==> config.mk <==
export PLATFORM = sky130hd
export DESIGN_NAME = intc_accept
export DESIGN_NICKNAME = d
export VERILOG_FILES = /design/src/rtl/intc_pkg.sv /design/src/rtl/intc_prio_regs.sv /design/src/rtl/intc_req_collect.sv /design/src/rtl/intc_prio_select.sv /design/src/rtl/intc_accept.sv
export SDC_FILE = /design/constraint.sdc
export NUM_CORES = 1
export LEC_CHECK = 0
export BUFFER_PORTS_ARGS = -buffer_cell sky130_fd_sc_hd__buf_4
export CAP_MARGIN = 0
export CORE_ASPECT_RATIO = 0.75
export CORE_MARGIN = 2
export CORE_UTILIZATION = 40
export DETAILED_ROUTE_END_ITERATION = 8
export PLACE_DENSITY_LB_ADDON = 0.2
export SYNTH_ARGS = -nofsm -noshare
export SYNTH_HDL_FRONTEND = slang
export SYNTH_SLANG_ARGS = --single-unit
==> constraint.sdc <==
create_clock -name clk -period 21.7 [get_ports clk]
set_input_delay 1.085 -clock clk [delete_from_list [all_inputs] [get_ports clk]]
set_output_delay 1.085 -clock clk [all_outputs]
set_load 0.05 [all_outputs]
==> src/rtl/intc_pkg.sv <==
package intc_pkg;
    localparam int LVL_W = 5;
    typedef logic [LVL_W-1:0] lvl_t;

    localparam lvl_t LVL_NMI   = 5'd16;
    localparam lvl_t LVL_FIXED = 5'd15;
    localparam lvl_t LVL_NONE  = 5'd0;

    localparam int ID_NMI        = 0;
    localparam int ID_BRK        = 1;
    localparam int ID_DBG        = 2;
    localparam int ID_EXT        = 3;
    localparam int ID_FIRST_PROG = 4;

    // mask to load after acceptance: top level saturates to 15
    function automatic logic [3:0] mask_after(lvl_t l);
        return (l == LVL_NMI) ? 4'hF : l[3:0];
    endfunction
endpackage

==> src/rtl/intc_prio_regs.sv <==
module intc_prio_regs #(
    parameter int N_FIELD = 12,
    parameter int IW      = 4
) (
    input  logic                   clk,
    input  logic                   rst,
    input  logic                   we,
    input  logic [IW-1:0]          idx,
    input  logic [3:0]             data,
    output logic [N_FIELD-1:0][3:0] lvl
);
    always_ff @(posedge clk) begin
        if (rst) begin
            lvl <= '0;
        end else if (we && (int'(idx) < N_FIELD)) begin
            lvl[idx] <= data;
        end
    end
endmodule

==> src/rtl/intc_req_collect.sv <==
module intc_req_collect
    import intc_pkg::*;
#(
    parameter int N_IRQ = 4,
    parameter int N_PER = 8,
    parameter int NSRC  = ID_FIRST_PROG + N_IRQ + N_PER
) (
    input  logic                          clk,
    input  logic                          rst,
    input  logic                          nmi_in,
    input  logic                          nmi_clr,
    input  logic                          brk_req,
    input  logic                          dbg_req,
    input  logic [3:0]                    ext_code,
    input  logic [N_IRQ-1:0]              irq_req,
    input  logic [N_PER-1:0]              per_req,
    input  logic [N_IRQ+N_PER-1:0][3:0]   prio,
    output lvl_t [NSRC-1:0]               lvls
);
    logic nmi_q, nmi_pend;

    always_ff @(posedge clk) begin
        if (rst) begin
            nmi_q    <= 1'b0;
            nmi_pend <= 1'b0;
        end else begin
            nmi_q <= nmi_in;
            if (nmi_in && !nmi_q) begin
                nmi_pend <= 1'b1;
            end else if (nmi_clr) begin
                nmi_pend <= 1'b0;
            end
        end
    end

    assign lvls[ID_NMI] = nmi_pend ? LVL_NMI : LVL_NONE;
    assign lvls[ID_BRK] = brk_req ? LVL_FIXED : LVL_NONE;
    assign lvls[ID_DBG] = dbg_req ? LVL_FIXED : LVL_NONE;
    assign lvls[ID_EXT] = {1'b0, ext_code};

    for (genvar i = 0; i < N_IRQ; i++) begin : g_irq
        assign lvls[ID_FIRST_PROG+i] = irq_req[i] ? {1'b0, prio[i]} : LVL_NONE;
    end
    for (genvar j = 0; j < N_PER; j++) begin : g_per
        assign lvls[ID_FIRST_PROG+N_IRQ+j] = per_req[j] ? {1'b0, prio[N_IRQ+j]} : LVL_NONE;
    end
endmodule

==> src/rtl/intc_prio_select.sv <==
module intc_prio_select
    import intc_pkg::*;
#(
    parameter int NSRC = 16,
    parameter int IDW  = 4
) (
    input  lvl_t [NSRC-1:0] lvls,
    output logic [IDW-1:0]  win_id,
    output lvl_t            win_lvl
);
    // strict compare keeps the lowest index on equal levels
    always_comb begin
        win_id  = '0;
        win_lvl = LVL_NONE;
        for (int i = 0; i < NSRC; i++) begin
            if (lvls[i] > win_lvl) begin
                win_lvl = lvls[i];
                win_id  = IDW'(i);
            end
        end
    end
endmodule

==> src/rtl/intc_accept.sv <==
module intc_accept
    import intc_pkg::*;
#(
    parameter int N_IRQ    = 4,
    parameter int N_PER    = 8,
    parameter int VEC_W    = 8,
    parameter int VEC_BASE = 64,
    localparam int N_PROG  = N_IRQ + N_PER,
    localparam int NSRC    = ID_FIRST_PROG + N_PROG,
    localparam int IDW     = $clog2(NSRC),
    localparam int CIW     = $clog2(N_PROG)
) (
    input  logic             clk,
    input  logic             rst,
    input  logic             nmi_in,
    input  logic             brk_req,
    input  logic             dbg_req,
    input  logic [3:0]       ext_code,
    input  logic [N_IRQ-1:0] irq_req,
    input  logic [N_PER-1:0] per_req,
    input  logic [3:0]       cpu_mask,
    input  logic             ack,
    input  logic             cfg_we,
    input  logic [CIW-1:0]   cfg_idx,
    input  logic [3:0]       cfg_lvl,
    output logic             accept,
    output logic [IDW-1:0]   acc_id,
    output logic [VEC_W-1:0] acc_vec,
    output logic [3:0]       acc_mask
);
    logic [N_PROG-1:0][3:0] prio;
    lvl_t [NSRC-1:0]        lvls;
    logic [IDW-1:0]         win_id;
    lvl_t                   win_lvl;
    logic                   busy, last_nmi, go, nmi_clr;

    intc_prio_regs #(.N_FIELD(N_PROG), .IW(CIW)) u_regs (
        .clk(clk), .rst(rst), .we(cfg_we), .idx(cfg_idx), .data(cfg_lvl), .lvl(prio)
    );

    intc_req_collect #(.N_IRQ(N_IRQ), .N_PER(N_PER), .NSRC(NSRC)) u_req (
        .clk(clk), .rst(rst), .nmi_in(nmi_in), .nmi_clr(nmi_clr),
        .brk_req(brk_req), .dbg_req(dbg_req), .ext_code(ext_code),
        .irq_req(irq_req), .per_req(per_req), .prio(prio), .lvls(lvls)
    );

    intc_prio_select #(.NSRC(NSRC), .IDW(IDW)) u_sel (
        .lvls(lvls), .win_id(win_id), .win_lvl(win_lvl)
    );

    assign go      = !busy && (win_lvl > {1'b0, cpu_mask});
    assign nmi_clr = ack && busy && last_nmi;

    always_ff @(posedge clk) begin
        if (rst) begin
            accept   <= 1'b0;
            acc_id   <= '0;
            acc_vec  <= '0;
            acc_mask <= '0;
            busy     <= 1'b0;
            last_nmi <= 1'b0;
        end else begin
            accept <= go;
            if (go) begin
                acc_id   <= win_id;
                acc_vec  <= VEC_W'(VEC_BASE) + VEC_W'(win_id);
                acc_mask <= mask_after(win_lvl);
                busy     <= 1'b1;
                last_nmi <= (win_lvl == LVL_NMI);
            end else if (ack) begin
                busy <= 1'b0;
            end
        end
    end
endmodule

# After elaboration in Yosys (flattened, before gate mapping)
# Cells that the tools add are included.
# totals
reg_bits	69
inputBits	35
word_cells	106
# classes
add_sub_neg	1
magnitude_cmp	20
eq_ne	1
n_mux	54
reduce_logical	10
# ops
cell	count
2-to-1 mux 4 bit	24
2-to-1 mux 5 bit	17
> comparator 4 x 5 -> 1 bit	15
bitwise mux 48 bit	1
demux 4 bit (select 4 bit)	1
2-to-1 mux 3 bit	4
adder 7 x 4 -> 8 bit (first input constant)	1
logical AND 1 bit	6
== test 5 bit (second input constant)	1
> comparator 5 x 1 -> 1 bit (second input constant)	1
> comparator 5 x 4 -> 1 bit	1
< comparator 4 x 5 -> 1 bit (second input constant)	1
2-to-1 mux 1 bit	5
>= comparator 4 x 1 -> 1 bit (second input constant)	1
< comparator 4 bit (second input constant)	1
2-to-1 mux 2 bit	2
nonzero test 2 bit	2
logical NOT 1 bit	2

# Depth between registers and ports, before layout
# logic_depth
ltp_word	36
ltp_mapped	107
mapped_depth_nobuf	100

# Hierarchy
# A second synthesis with hierarchy kept.
# unflattened
cells_unflattened	829
area_unflattened_um2	6721.4
# by_module_without_submodules
mod	n_inst	cells_each	area_each_um2	seq_area_each_um2
intc_prio_select	1	487	3512.1	0.0
intc_prio_regs	1	176	1915.6	960.9
intc_accept	1	79	674.4	240.2
intc_req_collect	1	87	619.3	40.0

# Worst setup path before layout
# OpenSTA, ideal clock, no wires.
# synth_path
path_type	input-to-reg
start	input port brk_req
end	register acc_mask[0]
arrival_time_ns	20.228
t_required_ns	21.612
path_slack_ns	1.384
stages	91
path_cell_list	nand2_1 -> ha_1 -> nor2b_2 -> mux2i_1 -> nor2_2 -> inv_1 -> ha_1 -> a41oi_4 -> a21boi_2 -> nor2_1 -> nor2_1 -> ha_1 -> nor2b_4 -> o211a_1 -> o21a_4 -> buf_6 -> a21o_2 -> ha_1 -> (+55 left out) -> buf_2 -> or3_1 -> o221a_1 -> ha_1 -> nor2b_1 -> o211ai_1 -> a21oi_2 -> buf_2 -> or3_1 -> o21ai_2 -> ha_1 -> nor2b_1 -> o21a_1 -> o21a_1 -> o21ai_0 -> a21oi_1 -> clkbuf_1 -> a311oi_2
# synth_between
elab_chain_len	33
# synth_lines
item	line_no	rtl
start, declared	intc_accept.sv:16	input logic brk_req,
2-to-1 mux 4 bit (*)	intc_req_collect.sv:37	assign lvls[ID_BRK] = brk_req ? LVL_FIXED : LVL_NONE;
> comparator 4 x 5 -> 1 bit	intc_prio_select.sv:16	if (lvls[i] > win_lvl) begin
2-to-1 mux 5 bit (*)	intc_prio_select.sv:16	
> comparator 4 x 5 -> 1 bit	intc_prio_select.sv:16	
2-to-1 mux 5 bit (*)	intc_prio_select.sv:16	
> comparator 4 x 5 -> 1 bit	intc_prio_select.sv:16	
2-to-1 mux 5 bit (*)	intc_prio_select.sv:16	
> comparator 4 x 5 -> 1 bit	intc_prio_select.sv:16	
(+17 left out)	--	
> comparator 4 x 5 -> 1 bit	intc_prio_select.sv:16	
2-to-1 mux 5 bit (*)	intc_prio_select.sv:16	
> comparator 4 x 5 -> 1 bit	intc_prio_select.sv:16	
2-to-1 mux 5 bit (*)	intc_prio_select.sv:16	
> comparator 4 x 5 -> 1 bit	intc_prio_select.sv:16	
2-to-1 mux 5 bit (*)	intc_prio_select.sv:16	
> comparator 5 x 4 -> 1 bit or == test 5 bit (tied branches)	intc_accept.sv:51, intc_pkg.sv:17	
logical AND 1 bit or 2-to-1 mux 4 bit (tied branches)	intc_accept.sv:51, intc_pkg.sv:17	
end signal, assigned	intc_accept.sv:67	acc_mask <= mask_after(win_lvl);
end, declared	intc_accept.sv:29	output logic [3:0] acc_mask
# Mark *: on every way between the ends. The rest lies on a longest branch, timed or not.
# A chain may end at the register's enable or synchronous reset.

# Final worst setup path
# layout_path
start	input port brk_req
end	register acc_mask[2]
# The elaborated chain is that of the path after synthesis.

==> results.sh <==
export IMPL_status="completed"
export IMPL_clockRootBuffer="clkbuf_16"
export IMPL_utilization=0.492
export IMPL_crit_path_start="brk_req"
export IMPL_critical_path_class="in -> reg"
export IMPL_r2r_start="u_req.nmi_pend$_SDFFE_PP0P_"
export IMPL_hp_start="acc_vec[6]$_SDFFE_PP0P_"
export IMPL_cp_start_kind="input pin"
export IMPL_tightest_slew_ps=785
export IMPL_synthArstFlopShare=0
export IMPL_hold_viol=0
export IMPL_fmax_mhz=48.2
export IMPL_drt_wl_total_um=15400
export IMPL_syn_area_um2=5360
export IMPL_cts_sinks=62
export IMPL_place_gp_congestion=0.942
export IMPL_die_h_um=104
export IMPL_port_buffers=48
export IMPL_routedWlPerCell_um=18.1
export IMPL_wl_met1_um=7790
export IMPL_yosysWarnings=0
export IMPL_synth_seq_cells=62
export IMPL_setup_ws_ps=947
export IMPL_worst_hold_path_type="reg -> reg"
export IMPL_hold_buffers=0
export IMPL_start_util=0.411
export IMPL_die_area_um2=14400
export IMPL_n_antenna_cell=0
export IMPL_areaGrowthSynthToFinish_pct=19.8
export IMPL_crit_arrival_ps=20980
export IMPL_synth_seq_area_share=0.231
export IMPL_slowest_delay_ps=440
export IMPL_cts_tree="built"
export IMPL_insertion_delay_ps=340
export IMPL_wl_met2_um=6590
export IMPL_final_common_cell="nor2_1"
export IMPL_setup_violations=0
export IMPL_antenna_found_initial=0
export IMPL_final_cell_mix="nor2_1 (82), buf_4 (77), dfxtp_1 (62)"
export IMPL_synth_edff_count=0
export IMPL_drtIter0Drc=245
export IMPL_period_minus_slack_ps=20750
export IMPL_vias=4739
export IMPL_drive_above_1_share=0.248
export IMPL_r2r_slack_ps=1250
export IMPL_synth_flop_cell="dfxtp_1"
export IMPL_nets=766
export IMPL_dp_hpwl_um=11700
export IMPL_cap_viol_max_count=0
export IMPL_grt_ovfl_total=0
export IMPL_min_period_over_period=0.956
export IMPL_crit_fanout=13
export IMPL_crit_path_end_kind="flip-flop"
export IMPL_syn_avg_cell_area_um2=8.69
export IMPL_routed_top_layer="met4"
export IMPL_grt_max_degree=63
export IMPL_cp_slowest_cell="or3_1"
export IMPL_antenna_left=0
export IMPL_maxSlewViolCount=0
export IMPL_synth_distinct_cells=73
export IMPL_clk_pin_slew_worst_paths_ps=50
export IMPL_rows=36
export IMPL_coreArea_um2=13100
export IMPL_cp_required_ps=21930
export IMPL_h_tree_depth=3
export IMPL_grt_usage=0.217
export IMPL_io_pins=52
export IMPL_drc=0
export IMPL_slew_headroom=0.476
export IMPL_grt_pass1_vias=4587
export IMPL_clock_skew_ps=5.41
export IMPL_cpMostUsedCell="ha_1"
export IMPL_dr_pass1_iters=7
export IMPL_dp_slack_ps=-118
export IMPL_dieWidth_um=138
export IMPL_viasPerCell=5.58
export IMPL_synthCells=617
export IMPL_cts_buffers_inserted=9
export IMPL_dr_wl_met3_um=770
export IMPL_cts_buffer_depth=2
export IMPL_grt_pass1_wl_um=24100
==> cell usage after synthesis (all sizes together), types with 3 or more instances <==
cell / n / area [µm²]
a211oi: 9 / 100
a21o: 10 / 87.6
a21oi: 39 / 282
a221oi: 10 / 113
a22oi: 6 / 45.0
a311oi: 5 / 62.6
a31oi: 5 / 73.8
a41o: 11 / 110
and2: 18 / 113
and3: 3 / 18.8
buf: 16 / 123
clkbuf: 18 / 67.6
dfxtp: 62 / 1240
ha: 57 / 713
inv: 31 / 116
mux2: 10 / 113
mux2i: 51 / 510
nand2: 52 / 198
nand2b: 4 / 25.0
nand3: 5 / 25.0
nand3b: 8 / 60.1
nor2: 85 / 324
nor2b: 21 / 151
nor3: 6 / 35.0
o211ai: 18 / 160
o21a: 13 / 105
o21ai: 10 / 72.6
o221a: 3 / 33.8
o31a: 3 / 26.3
or3: 4 / 25.0
==> flip-flops by register name, indices dropped and copies added, names as in the netlist, 2 cells and up <==
name	count
acc_mask	4
u_regs.lvl	48
acc_id	3
acc_vec	2
==> final timing paths <==
check,cells past startpoint,endpoint
worst max register to register,94,acc_mask[2]$_SDFFE_PP0P_
worst min register to register,2,acc_vec[6]$_SDFFE_PP0P_
worst min-delay path,2,acc_vec[6]$_SDFFE_PP0P_
worst max-delay path,94,acc_mask[2]$_SDFFE_PP0P_
==> cell type report <==
| cell class | instances | area (µm²) |
|---|---|---|
| clock buffer | 12 | 256 |
| timing repair buffer | 77 | 578 |
| clock inverter | 3 | 67.6 |
| multi-input combinational | 493 | 3950 |
| sequential | 62 | 1240 |
| tap | 171 | 214 |
| inverter | 31 | 116 |
| fill | 1264 | 6640 |
==> repair_timing <==
item,4_1_cts,5_1_grt
resized for setup,0,24
setup endpoints to repair,0,12
buffers inserted,0,14
==> per-stage QoR <==
step                TNS [ps]  instance area [µm²]  hold slack (ps)  instances
floorplan                  0                 5370              452        619
global placement           0                 5870              458        819
detailed placement      -983                 5870              478        819
CTS                        0                 6190              491        834
global route            -466                 6420              520        849
finish                     0                 6420              483        849
==> critical path, delay by kind of cell <==
family,cells,cell delay (ps)
AO/OA/AOI/OAI,45,9360
adder cells (fa/ha/maj),15,4180
buffers and inverters,9,1500
multiplexers,4,1420
AND/OR/NAND/NOR,21,3350
==> routing by layer <==
metal,track usage,vias to the layer above
met5,0,-
li1,-,2348
met3,0.0497,17
met4,0.0641,0
met1,0.313,2256
met2,0.320,118
==> kinds of logic after synthesis <==
kind of cell             after synthesis  share of synthesized area
AO/OA/AOI/OAI                        157                      0.266
adder cells (fa/ha/maj)               57                      0.133
buffers and inverters                 65                     0.0572
flip-flops                            62                      0.231
multiplexers                          61                      0.116
other                                  1                   0.000699
AND/OR/NAND/NOR                      214                      0.196
Power is left out: the tool's default activity adds up to more than one toggle a clock period on the data nets, which glitch-free logic cannot reach.
